--- src/rtl/gpio_irq_pkg.sv ---
package gpio_irq_pkg;
    localparam int PORT_W = 8;
    localparam int IDX_W  = 5;

    typedef logic [PORT_W-1:0] port_t;
    typedef logic [IDX_W-1:0]  idx_t;

    localparam idx_t IX_IN   = 5'h00;
    localparam idx_t IX_OUT  = 5'h01;
    localparam idx_t IX_POL  = 5'h02;
    localparam idx_t IX_DIR  = 5'h03;
    localparam idx_t IX_STY  = 5'h04;
    localparam idx_t IX_SNAP = 5'h05;
    localparam idx_t IX_STAT = 5'h10;
    localparam idx_t IX_IEN  = 5'h12;
    localparam idx_t IX_MODE = 5'h14;

    localparam port_t POL_RST = 8'hF0;
    localparam port_t DIR_RST = 8'hFF;

    typedef struct packed {
        logic irq_route;
        logic rsv6;
        logic irq_pulse;
        logic idle_high;
        logic rsv3;
        logic ext_port_rst;
        logic rsv1;
        logic ext_snap;
    } mode_t;

    typedef struct packed {
        port_t latch;
        port_t pol;
        port_t dir;
        port_t style;
        port_t ien;
    } port_cfg_t;

    localparam port_cfg_t CFG_RST = '{latch: '0, pol: POL_RST, dir: DIR_RST,
                                      style: '0, ien: '0};

    function automatic logic irq_pin_level(logic active, logic idle_high);
        return active ^ idle_high;
    endfunction
endpackage

--- src/rtl/gpio_in_sync.sv ---
module gpio_in_sync
    import gpio_irq_pkg::*;
(
    input  logic  clk,
    input  logic  rst,
    input  port_t pin_i,
    output port_t level_o,
    output port_t edge_o
);
    port_t s1_q, s2_q, prev_q;

    always_ff @(posedge clk) begin
        if (rst) begin
            s1_q   <= pin_i;
            s2_q   <= pin_i;
            prev_q <= pin_i;
        end else begin
            s1_q   <= pin_i;
            s2_q   <= s1_q;
            prev_q <= s2_q;
        end
    end

    assign level_o = s2_q;
    assign edge_o  = s2_q ^ prev_q;
endmodule

--- src/rtl/gpio_pin_drive.sv ---
module gpio_pin_drive
    import gpio_irq_pkg::*;
#(
    parameter int PULSE_LEN = 16
) (
    input  logic      clk,
    input  logic      rst,
    input  logic      clr,
    input  port_cfg_t cfg,
    input  port_t     fire,
    output port_t     out_o,
    output port_t     oe_o
);
    localparam int CW = $clog2(PULSE_LEN + 1);

    for (genvar g = 0; g < PORT_W; g++) begin : g_pin
        logic [CW-1:0] cnt_q;
        logic          act;

        always_ff @(posedge clk) begin
            if (rst || clr)          cnt_q <= '0;
            else if (fire[g])        cnt_q <= CW'(PULSE_LEN);
            else if (cnt_q != '0)    cnt_q <= cnt_q - 1'b1;
        end

        assign act      = (cnt_q != '0);
        assign out_o[g] = cfg.style[g] ? (cfg.pol[g] ^ act) : (cfg.latch[g] ^ cfg.pol[g]);
        assign oe_o[g]  = ~cfg.dir[g];


        pulse_start_chk: assert property (@(posedge clk) disable iff (rst || clr)
            (fire[g] && cfg.style[g]) |=> (!cfg.style[g] || out_o[g] == ~cfg.pol[g]));
    end
endmodule

--- src/rtl/gpio_irq_gen.sv ---
module gpio_irq_gen
    import gpio_irq_pkg::*;
#(
    parameter int PULSE_LEN = 16,
    parameter int REFIRE    = 1024
) (
    input  logic clk,
    input  logic rst,
    input  logic pending,
    input  logic pulse_mode,
    input  logic idle_high,
    output logic irq_o
);
    localparam int CW = $clog2(PULSE_LEN + 1);
    localparam int TW = $clog2(REFIRE + 1);

    logic [CW-1:0] pcnt_q;
    logic [TW-1:0] timer_q;
    logic          pulse_act;
    logic          active;

    always_ff @(posedge clk) begin
        if (rst || !pulse_mode) begin
            pcnt_q  <= '0;
            timer_q <= '0;
        end else if (!pending) begin
            timer_q <= '0;
            if (pcnt_q != '0) pcnt_q <= pcnt_q - 1'b1;
        end else if (timer_q == '0) begin
            pcnt_q  <= CW'(PULSE_LEN);
            timer_q <= TW'(REFIRE - 1);
        end else begin
            timer_q <= timer_q - 1'b1;
            if (pcnt_q != '0) pcnt_q <= pcnt_q - 1'b1;
        end
    end

    assign pulse_act = (pcnt_q != '0);
    assign active    = pulse_mode ? pulse_act : pending;
    assign irq_o     = irq_pin_level(active, idle_high);


    lvl_follow_chk: assert property (@(posedge clk) disable iff (rst)
        (!pulse_mode && pending) |-> (irq_o != idle_high));


    pulse_hold_chk: assert property (@(posedge clk) disable iff (rst)
        (pulse_mode && $rose(pulse_act)) |=> (pulse_act || !pulse_mode));
endmodule

--- src/rtl/gpio_irq_port.sv ---
module gpio_irq_port
    import gpio_irq_pkg::*;
#(
    parameter int PULSE_LEN = 16,
    parameter int REFIRE    = 1024,
    parameter int IRQ_PIN   = 7
) (
    input  logic       clk,
    input  logic       rst,
    input  logic       ext_rst,
    input  logic [4:0] reg_idx,
    input  logic [7:0] reg_wdata,
    input  logic       reg_we,
    input  logic       reg_re,
    output logic [7:0] reg_rdata,
    input  logic [7:0] pin_in,
    output logic [7:0] pin_out,
    output logic [7:0] pin_oe
);
    port_cfg_t cfg_q;
    port_t     status_q, snap_q;
    mode_t     mode_q;
    port_t     level, edges, edge_m, shr_m, fire, drv_out, drv_oe;
    logic      port_clr, stat_rd, pending, irq_lvl;

    assign port_clr = ext_rst && mode_q.ext_port_rst;
    assign stat_rd  = reg_re && (reg_idx == IX_STAT);
    assign shr_m    = mode_q.irq_route ? (port_t'(1) << IRQ_PIN) : '0;
    assign edge_m   = edges & ~shr_m;
    assign fire     = (reg_we && reg_idx == IX_OUT && !port_clr) ? (reg_wdata & cfg_q.style) : '0;
    assign pending  = |(status_q & ~shr_m & cfg_q.ien);

    gpio_in_sync u_sync (
        .clk(clk), .rst(rst), .pin_i(pin_in), .level_o(level), .edge_o(edges)
    );

    gpio_pin_drive #(.PULSE_LEN(PULSE_LEN)) u_drive (
        .clk(clk), .rst(rst), .clr(port_clr), .cfg(cfg_q), .fire(fire),
        .out_o(drv_out), .oe_o(drv_oe)
    );

    gpio_irq_gen #(.PULSE_LEN(PULSE_LEN), .REFIRE(REFIRE)) u_irq (
        .clk(clk), .rst(rst), .pending(pending), .pulse_mode(mode_q.irq_pulse),
        .idle_high(mode_q.idle_high), .irq_o(irq_lvl)
    );

    always_ff @(posedge clk) begin
        if (rst) begin
            cfg_q    <= CFG_RST;
            status_q <= '0;
            mode_q   <= '0;
        end else begin
            if (port_clr) begin
                cfg_q    <= CFG_RST;
                status_q <= '0;
            end else begin
                status_q <= (stat_rd ? '0 : (status_q & ~shr_m)) | edge_m;
                if (reg_we) begin
                    case (reg_idx)
                        IX_OUT:  cfg_q.latch <= reg_wdata;
                        IX_POL:  cfg_q.pol   <= reg_wdata;
                        IX_DIR:  cfg_q.dir   <= reg_wdata;
                        IX_STY:  cfg_q.style <= reg_wdata;
                        IX_IEN:  cfg_q.ien   <= reg_wdata;
                        default: ;
                    endcase
                end
            end
            if (reg_we && reg_idx == IX_MODE) mode_q <= mode_t'(reg_wdata);
        end
    end

    always_ff @(posedge clk) begin
        if (rst || (ext_rst && mode_q.ext_snap)) snap_q <= pin_in;
    end

    always_comb begin
        pin_out = drv_out;
        pin_oe  = drv_oe;
        if (mode_q.irq_route) begin
            pin_out[IRQ_PIN] = irq_lvl;
            pin_oe[IRQ_PIN]  = 1'b1;
        end
    end

    always_comb begin
        case (reg_idx)
            IX_IN:   reg_rdata = level ^ cfg_q.pol;
            IX_OUT:  reg_rdata = cfg_q.latch;
            IX_POL:  reg_rdata = cfg_q.pol;
            IX_DIR:  reg_rdata = cfg_q.dir;
            IX_STY:  reg_rdata = cfg_q.style;
            IX_SNAP: reg_rdata = snap_q;
            IX_STAT: reg_rdata = status_q & ~shr_m;
            IX_IEN:  reg_rdata = cfg_q.ien;
            IX_MODE: reg_rdata = mode_q;
            default: reg_rdata = '0;
        endcase
    end


    stat_set_chk: assert property (@(posedge clk) disable iff (rst || port_clr)
        (edge_m != '0) |=> ((status_q & $past(edge_m)) == $past(edge_m)));


    stat_clr_chk: assert property (@(posedge clk) disable iff (rst || port_clr)
        stat_rd |=> ((status_q & ~$past(edge_m)) == '0));


    shr_oe_chk: assert property (@(posedge clk) disable iff (rst)
        mode_q.irq_route |-> pin_oe[IRQ_PIN]);
endmodule

--- config.mk ---
export PLATFORM = sky130hd
export DESIGN_NAME = gpio_irq_port
export DESIGN_NICKNAME = d
export VERILOG_FILES = /design/src/rtl/gpio_irq_pkg.sv /design/src/rtl/gpio_in_sync.sv /design/src/rtl/gpio_pin_drive.sv /design/src/rtl/gpio_irq_gen.sv /design/src/rtl/gpio_irq_port.sv
export SDC_FILE = /design/constraint.sdc
export NUM_CORES = 1
export LEC_CHECK = 0
export BUFFER_PORTS_ARGS = -buffer_cell sky130_fd_sc_hd__buf_2
export CORE_ASPECT_RATIO = 0.9
export CORE_MARGIN = 4
export CORE_UTILIZATION = 23
export CTS_CLUSTER_SIZE = 24
export DETAILED_ROUTE_END_ITERATION = 10
export PLACE_DENSITY = 0.37
export SETUP_SLACK_MARGIN = 0.15
export SLEW_MARGIN = 25
export SYNTH_ARGS = -nofsm -noshare
export SYNTH_HDL_FRONTEND = slang
export SYNTH_SLANG_ARGS = --single-unit
--- constraint.sdc ---
create_clock -name clk -period 1.6 [get_ports clk]
set_input_delay 0 -clock clk [delete_from_list [all_inputs] [get_ports clk]]
set_output_delay 0 -clock clk [all_outputs]
set_load 0.01 [all_outputs]
# == Word level (Yosys, flattened, before mapping) ==
# Index checks and enable logic that the tools add are counted.
# totals
reg_bits,144
in_bits,26
out_inout_bits,24
# op_classes
addsub,10
n_eq_ne,8
mux,37
bitwise_logic,34
n_reduce_logical,47
# op_table
operator,n
two-way mux 5 bit,19
case mux 8 bit (9 select lines),1
nonzero test 5 bit,9
"subtractor 5 x 1 -> 5 bit, second input constant",9
two-way mux 8 bit,5
AND 8 bit,4
OR reduction 2 bit,10
XOR 1 bit,17
nonzero test 2 bit,8
XOR 8 bit,2
"equality test 5 bit, second input constant",3
zero test 11 bit,1
two-way mux 1 bit,11
"subtractor 11 x 1 -> 11 bit, second input constant",1
"equality test 5 x 2 -> 1 bit, second input constant",2
"equality test 5 x 3 -> 1 bit, second input constant",2
two-way mux 10 bit,1
AND reduction 2 bit,5
NOT 1 bit,9
NOT 8 bit,1
bitwise OR 8 bit,1
OR reduction 8 bit,1
logical AND 1 bit,6
"equality test 5 x 1 -> 1 bit, second input constant",1
4 further kinds,7

# == Logic depth before layout (Yosys ltp) ==
# Gate-level depths: netlist of run 1.
# depth
depth_word,8
depth_mapped,8
mapped_depth_nobuf,6

# == By module ==
# A second synthesis of run 1 with hierarchy kept.
# unflattened
hier_cells,733
hier_area_um2,6686.4
# by_module_without_submodules
module,n_inst,cells_per_inst,area_each_um2,seq_area_each_um2
gpio_irq_port,1,363,3017.9,1361.3
gpio_pin_drive,1,222,2001.9,800.8
gpio_irq_gen,1,98,867.1,320.3
gpio_in_sync,1,50,799.5,480.5

# == Worst setup path after synthesis of run 1 ==
# OpenSTA, ideal clock, no wires.
# synth_timing
kind,flip-flop to output port
startpoint,register u_drive.g_pin[7].cnt_q[0]
endpoint,output pin_out[7]
t_arrival_ps,1679
required_ps,1600
slack_ps,-79
path_stages_with_launch,8
path_cell_list,dfxtp_1 > inv_1 > ha_1 > or4b_1 > clkbuf_1 > xnor2_1 > a211oi_1 > o211a_1
# synth_between
elab_chain_len,4
# synth_rtl
element,line_no,rtl
start: declaration,gpio_pin_drive.sv:17,logic [CW-1:0] cnt_q;
start signal: assignment,gpio_pin_drive.sv:22,else if (fire[g]) cnt_q <= CW'(PULSE_LEN);
start signal: assignment,gpio_pin_drive.sv:23,else if (cnt_q != '0) cnt_q <= cnt_q - 1'b1;
nonzero test 5 bit,gpio_pin_drive.sv:26,assign act = (cnt_q != '0);
XOR 1 bit,gpio_pin_drive.sv:27,assign out_o[g] = cfg.style[g] ? (cfg.pol[g] ^ act) : (cfg.latch[g] ^ cfg.pol[g]);
two-way mux 1 bit,gpio_pin_drive.sv:27,
two-way mux 1 bit,gpio_irq_port.sv:80,if (mode_q.irq_route) begin
end: declaration,gpio_irq_port.sv:17,"output logic [7:0] pin_out,"
# No other way between the ends.

# == Worst setup path after layout of run 1 ==
# layout_timing
startpoint,register u_drive.g_pin[7].cnt_q[1]
endpoint,output pin_out[7]
# Same word-level chain as after synthesis.

==> results of run 1 <==
## final cells by class
cell class              count  area, sq um
flip-flops and latches    144         3000
clock inverters             9          109
well taps                 360          450
inverters                  44          165
clock buffers              23          468
fillers                  2981        18600
repair buffers            166         1300
multi-input cells         531         3740
## worst reg2reg max path: stages, from the launching register on
cell and delay (ns):
dfxtp_2 0.32, inv_2 0.06, ha_4 0.13, or4b_4 0.46
buf_4 0.15, buf_6 0.12, xnor2_2 0.13, and3_1 0.16
## routing by layer
metal | share of wire [%] | GRT usage (%)
met5 | 0 | 0
met4 | 0.89 | 3.06
met3 | 3.0 | 3.37
met2 | 45 | 20.4
met1 | 51 | 19.1
## where the power goes
| part | switching [mW] | internal [mW] | total [mW] | leakage (nW) |
|---|---|---|---|---|
| clock network | 1.56 | 2.38 | 3.94 | 0.282 |
| logic | 2.01 | 2.87 | 4.88 | 2.35 |
| registers | 0.474 | 4.14 | 4.62 | 1.20 |
## path summary, 6_finish.rpt
kind,startpoint,endpoint,cells after the start
max,u_drive.g_pin[7].cnt_q[1]$_SDFFE_PP0P_,pin_out[7],7
min,ext_rst,cfg_q[30]$_SDFFE_PP1P_,4
max reg2reg,u_drive.g_pin[7].cnt_q[1]$_SDFFE_PP0P_,u_drive.g_pin[7].cnt_q[0]$_SDFFE_PP0P_,7
min reg2reg,u_sync.s1_q[4]$_DFF_P_,u_sync.level_o[4]$_DFF_P_,2
## metrics by stage
stage | instance area [sq um] | cells | utilization [%] | setup WS [ns] | setup TNS, ns
detailed placement | 7630 | 1188 | 27.4 | -0.0555 | -0.0819
global placement | 7630 | 1188 | 27.4 | -0.0165 | -0.0248
CTS | 8980 | 1269 | 32.2 | -0.445 | -1.39
global route | 9240 | 1277 | 33.1 | -0.489 | -2.33
floorplan | 6570 | 758 | - | 0.00855 | 0
finish | 9240 | 1277 | 33.1 | -0.421 | -0.794
## cells in the mapped netlist (2+ instances only)
cell,instances,area (sq um)
nand3b_1,2,15.0
mux2_2,4,45.0
xnor2_1,34,298
a22oi_1,15,113
o211ai_1,9,67.6
o221ai_1,7,61.3
nand3_1,36,180
nand2b_1,3,18.8
xor2_1,23,201
buf_6,2,22.5
or4b_2,2,20.0
o21ba_2,2,20.0
a21oi_1,67,335
nor3_1,17,85.1
nor4b_2,2,30.0
buf_2,2,10.0
a31oi_1,4,25.0
a2bb2oi_1,8,70.1
nor2b_1,9,56.3
clkbuf_1,32,120
mux2i_1,20,200
edfxtp_1,8,240
and3_1,3,18.8
nand2_1,86,323
o21ai_0,26,130
inv_1,44,165
nor2_1,93,349
and2_1,3,18.8
nor3b_1,3,22.5
o211a_1,2,20.0
nor4_1,4,25.0
ha_1,11,138
nor4b_1,8,70.1
dfxtp_1,136,2720
a221oi_1,3,26.3
nand4_1,4,25.0
buf_1,2,7.51
## cells by family after synthesis
group | count (synthesis) | synth area share (%)
AOI/OAI and AO/OA | 156 | 15.1
xor gates and xnor gates | 57 | 7.70
adders and majority gates | 11 | 2.12
buffers and inverters | 83 | 5.13
DFF | 144 | 45.7
muxes | 24 | 3.78
and+or+nand+nor | 283 | 20.5
## sequential cells by signal (all words and copies together) (netlist names)
| signal | flops |
|---|---|
| cfg_q | 40 |
| u_sync.level_o | 8 |
| u_sync.s1_q | 8 |
| mode_q | 8 |
| u_irq.pcnt_q | 5 |
| u_irq.timer_q | 11 |
| snap_q | 8 |
| status_q | 8 |
| u_drive.g_pin.cnt_q | 40 |
| u_sync.prev_q | 8 |
## what timing repair did
item                                    CTS  global route
cloned                                    1             0
hold buffers                             17             0
hold endpoints to repair                 80             0
endpoints found under the setup margin   35            38
setup buffers                            31             8
gates resized for setup                  93            49
pin swaps                                30            16
==> impl_metrics.toml, run 1 <==
[timing]
slew_headroom_pct = 72.4
min_period_over_period_pct = 126
timing.fmax_mhz = 495
fin_hold_ws_ns = 0.0626
setup_violations = 13
drv_slew = 0
rsz0062_at_grt = "yes"
worst_slack_ns = -0.421
final_hold_viol_count = 0
period_needed_ns = 2.02
worst_slew_pin_slew_ns = 0.414
clock-skew-final_ns = 0.0116

[detailed_routing]
num_vias = 5643
vias_per_cell = 4.42
remaining_antenna_violation_count = 0
detailedRoute.firstPassIterationCount = 4
wl_um = 20300
dr.first_iter.drc_count = 261
drt_drc_violations_left = 0
routed_len_inst_um = 15.9

[cells_and_area]
num_antenna_cells = 0
area_growth_pct = 42.4
most_common_cell_after_layout_fill_and_taps_aside = "dfxtp_1"
fraction_of_final_layout_cells_sized_beyond_drive_strength_1_pct = 32.9
nNetsFinal = 941
layout.cells.most_common_list = "dfxtp_1 (108), nor2_1 (89), nand2_1 (86)"

[synth]
syn_nets = 795
synthesis.instances = 758
postSynthRegisterBits = 144
syn_area_per_cell_sq_um = 8.56
syn-cell-area_sq_um = 6490
ys.flop_type = "dfxtp_1"
yosys_synthesis_warning_count = 0
async_reset_ff_share_pct = 0
synth-seq-area-share_pct = 45.7
post_synthesis_cell_type_count = 59
synth_enable_flop_cells = 8

[grt]
first_global_vias = 5756
grt.total_usage_pct = 13.4
globalRouteOverflowTotal = 0
antenna_found_initial = 0
pin_count_of_the_biggest_net_entering_global_routing = 33
wire_length_of_the_first_global_routing_pass_um = 32200

[job]
cap_violations = 0

[outcome]
outcome = "finished with violations"
failed_checks = "negative setup slack"

[floorplanning]
die_height_um = 167
design.portCount = 50
die_area_sq_um = 31000
die_x_extent_um = 185
placementRows = 58
fp.coreArea_sq_um = 27900
initial_core_util_pct = 23.3

[clock_tree]
clk_root_buffer_cell = "clkbuf_16"
tritoncts.num_buffers = 17
tritoncts = "yes"
clkTransAtPathRegs_ns = 0.06
cts.sinks = 144
clk-insertion-delay-late_ns = 0.43
clock_path_buffers = 2
h_tree_lvls = 4

[critical_path]
critical_path_peak_fanout = 2
critical-path-top-delay-family = "simple AND/OR/NAND/NOR gates"
worstSetupPathType = "reg -> out"
worst_path_largest_cell_delay_ns = 0.46
timing.critical_path.cells = "inv_2 > ha_4 > or4b_4 > xnor2_1 > a211oi_2 > o211a_1 > buf_6"
timing.critical_path.arrival_ns = 2.02
required_arrival_time_at_the_worst_endpoint_ns = 1.60
number_of_buffers_and_inverters_on_the_critical_path = 2
timing.critical_path.to_type = "primary output"
timing.critical_path.slowest_stage_cell = "or4b_4"
start_kind = "flip-flop"
timing.reg2reg.setup_slack_ns = -0.03

[placed_design]
detailedPlacementHpwl_um = 14500
buffers_on_ports = 49
gp_congestion = 0.749

[power_and_ir_drop]
design_power_total_mw = 13.4
static_leakage_power_nw = 3.83
worst_ir_drop_vdd_v = 0.000987
pwr_density_cell_nw_per_um2 = 1450

[worst_hold_path]
min-delay-path-class = "in -> reg"
No activity file was read; power rests on OpenSTA's default activity.
==> run 2: changes to the inputs <==
--- a/config.mk
+++ b/config.mk
@@ -5,13 +5,13 @@
 export SDC_FILE = /design/constraint.sdc
 export NUM_CORES = 1
 export LEC_CHECK = 0
-export BUFFER_PORTS_ARGS = -buffer_cell sky130_fd_sc_hd__buf_2
 export CORE_ASPECT_RATIO = 0.9
 export CORE_MARGIN = 4
 export CORE_UTILIZATION = 23
 export CTS_CLUSTER_SIZE = 24
 export DETAILED_ROUTE_END_ITERATION = 10
-export PLACE_DENSITY = 0.37
+export DONT_BUFFER_PORTS = 1
+export PLACE_DENSITY = 0.35
 export SETUP_SLACK_MARGIN = 0.15
 export SLEW_MARGIN = 25
 export SYNTH_ARGS = -nofsm -noshare
==> impl_metrics.toml, run 2 (synthesized netlist as in run 1, its figures left out) <==
[power_and_ir_drop]
design_power_total_mw = 13.3
comb_power_share_pct = 35.4
clockPowerShare_pct = 29.9
pwr_density_cell_nw_per_um2 = 1460
worst_ir_drop_vdd_v = 0.00106
share_seq_of_total_power_pct = 34.7
netSwitchingFraction_pct = 32.1
netSwitchingPower_mw = 4.26
internal_power_mw = 9.02
static_leakage_power_nw = 3.59

[timing]
drv_slew = 0
min_period_over_period_pct = 123
period_needed_ns = 1.97
rsz0062_at_grt = "yes"
slew_headroom_pct = 51.8
final.setup.tns_ns = -0.481
setup_violations = 9
clock-skew-final_ns = 0.0112
timing.fmax_mhz = 506
worst_slew_pin_slew_ns = 0.723
worst_slack_ns = -0.375
fin_hold_ws_ns = 0.0353
final_hold_viol_count = 0

[floorplanning]
placementRows = 58
die_area_sq_um = 31000
die_x_extent_um = 185
die_height_um = 167
design.portCount = 50
initial_core_util_pct = 23.3
fp.coreArea_sq_um = 27900

[grt]
antenna_found_initial = 0
pin_count_of_the_biggest_net_entering_global_routing = 35
first_global_vias = 5732
globalRouteOverflowTotal = 0
wire_length_of_the_first_global_routing_pass_um = 32900
grt.total_usage_pct = 13.8

[critical_path]
reg2reg_depth = 7
r2r_start = "u_drive.g_pin[7].cnt_q[1]$_SDFFE_PP0P_"
timing.reg2reg.setup_slack_ns = -0.02
required_arrival_time_at_the_worst_endpoint_ns = 1.60
start_kind = "flip-flop"
critical_path_peak_fanout = 2
timing.critical_path.arrival_ns = 1.97
timing.critical_path.to_type = "primary output"
worstSetupPathType = "reg -> out"
end_of_the_worst_register_to_register_path = "u_drive.g_pin[7].cnt_q[0]$_SDFFE_PP0P_"

[detailed_routing]
routed_len_inst_um = 17.3
remaining_antenna_violation_count = 0
wl_um = 21200
num_vias = 5743
drt_drc_violations_left = 0
vias_per_cell = 4.68
dr.first_iter.drc_count = 224
detailedRoute.firstPassIterationCount = 5

[cells_and_area]
multiInputGateArea_sq_um = 3830
largestRegisters = "cfg_q x40, u_drive.g_pin.cnt_q x40, u_irq.timer_q x11"
final_util_pct = 32.6
most_common_cell_after_layout_fill_and_taps_aside = "dfxtp_1"
ff_latch_area_sq_um = 3010
nNetsFinal = 891
fraction_of_final_layout_cells_sized_beyond_drive_strength_1_pct = 28.8
final.fill_count = 2924
num_antenna_cells = 0
area_growth_pct = 39.8
layout.cells.most_common_list = "dfxtp_1 (109), nor2_1 (90), nand2_1 (86)"

[clock_tree]
clkTransAtPathRegs_ns = 0.06
tritoncts.num_buffers = 17
clk_root_buffer_cell = "clkbuf_16"
tritoncts = "yes"
clk-insertion-delay-late_ns = 0.43
h_tree_lvls = 4
cts.sinks = 144
clock_path_buffers = 2

[placed_design]
gp_congestion = 0.764
detailedPlacementHpwl_um = 14200
buffers_on_ports = 0

[worst_hold_path]
hold-path-endpoint = "status_q[3]$_SDFF_PP0_"
timing.hold.worst.start = "reg_idx[2]"
min-delay-path-class = "in -> reg"
whs_path_depth = 4

[outcome]
failed_checks = "negative setup slack"
outcome = "finished with violations"

[job]
cap_violations = 0
## run 2: what timing repair did
action                     in CTS  in global routing
resized for setup              97                 71
setup buffers                  30                  8
gates cloned                    1                  0
setup endpoints to repair      38                 81
pin swaps                      37                 23
hold buffers                   34                  1
hold endpoints to repair      130                  1
## run 2: critical path, stage by stage, from the launching register on
cell and delay, ns:
dfxtp_2 0.33, inv_2 0.06, ha_4 0.12, or4b_4 0.47
xnor2_1 0.16, a211oi_2 0.19, o211a_1 0.22
## run 2: routing by layer
layer	GRT usage (%)	part of all wire (%)	routed length (um)	vias up
li1	-	-	-	2807
met1	18.1	46	9790	2807
met2	21.8	47	9890	112
met3	4.37	5.4	1150	17
met4	3.83	1.6	340	0
met5	0	0	0	-
## run 2: cell type report
cell class | instances | share of cell area [%]
clock buffer | 18 | 4.97
multi-input combinational | 531 | 42.2
sequential | 144 | 33.1
tap | 360 | 4.97
clock inverter | 14 | 1.50
inverter | 44 | 1.82
timing repair buffer | 116 | 11.4
## run 2: power groups by stage
stage | clock, mW | sequential [mW] | combinational [mW]
after floorplan | 0 | 4.49 | 2.30
after global placement | 0 | 4.57 | 2.83
after detailed placement | 0 | 4.60 | 3.00
after CTS | 4.09 | 4.61 | 4.26
after global routing | 4.25 | 4.68 | 5.24
final | 3.97 | 4.61 | 4.70
## run 2: per-stage QoR
step	std cells	setup slack [ns]	area, sq um
finish	1227	-0.375	9070
global route	1227	-0.470	9070
CTS	1218	-0.420	8720
detailed placement	1121	-0.0399	7180
global placement	1121	-0.0143	7180
floorplan	758	0.00855	6570
## run 2: worst max path at each step
stage	start	to	slack (ns)	cells after the start
global placement	status_q[1]$_SDFF_PP0_	pin_out[7]	-0.01	6
CTS	u_drive.g_pin[7].cnt_q[0]$_SDFFE_PP0P_	pin_out[7]	-0.42	6
detailed placement	u_drive.g_pin[7].cnt_q[0]$_SDFFE_PP0P_	pin_out[7]	-0.04	6
floorplan	u_drive.g_pin[7].cnt_q[1]$_SDFFE_PP0P_	pin_out[7]	0.009	7
finish	u_drive.g_pin[7].cnt_q[1]$_SDFFE_PP0P_	pin_out[7]	-0.37	6
global route	u_drive.g_pin[7].cnt_q[1]$_SDFFE_PP0P_	pin_out[7]	-0.47	6
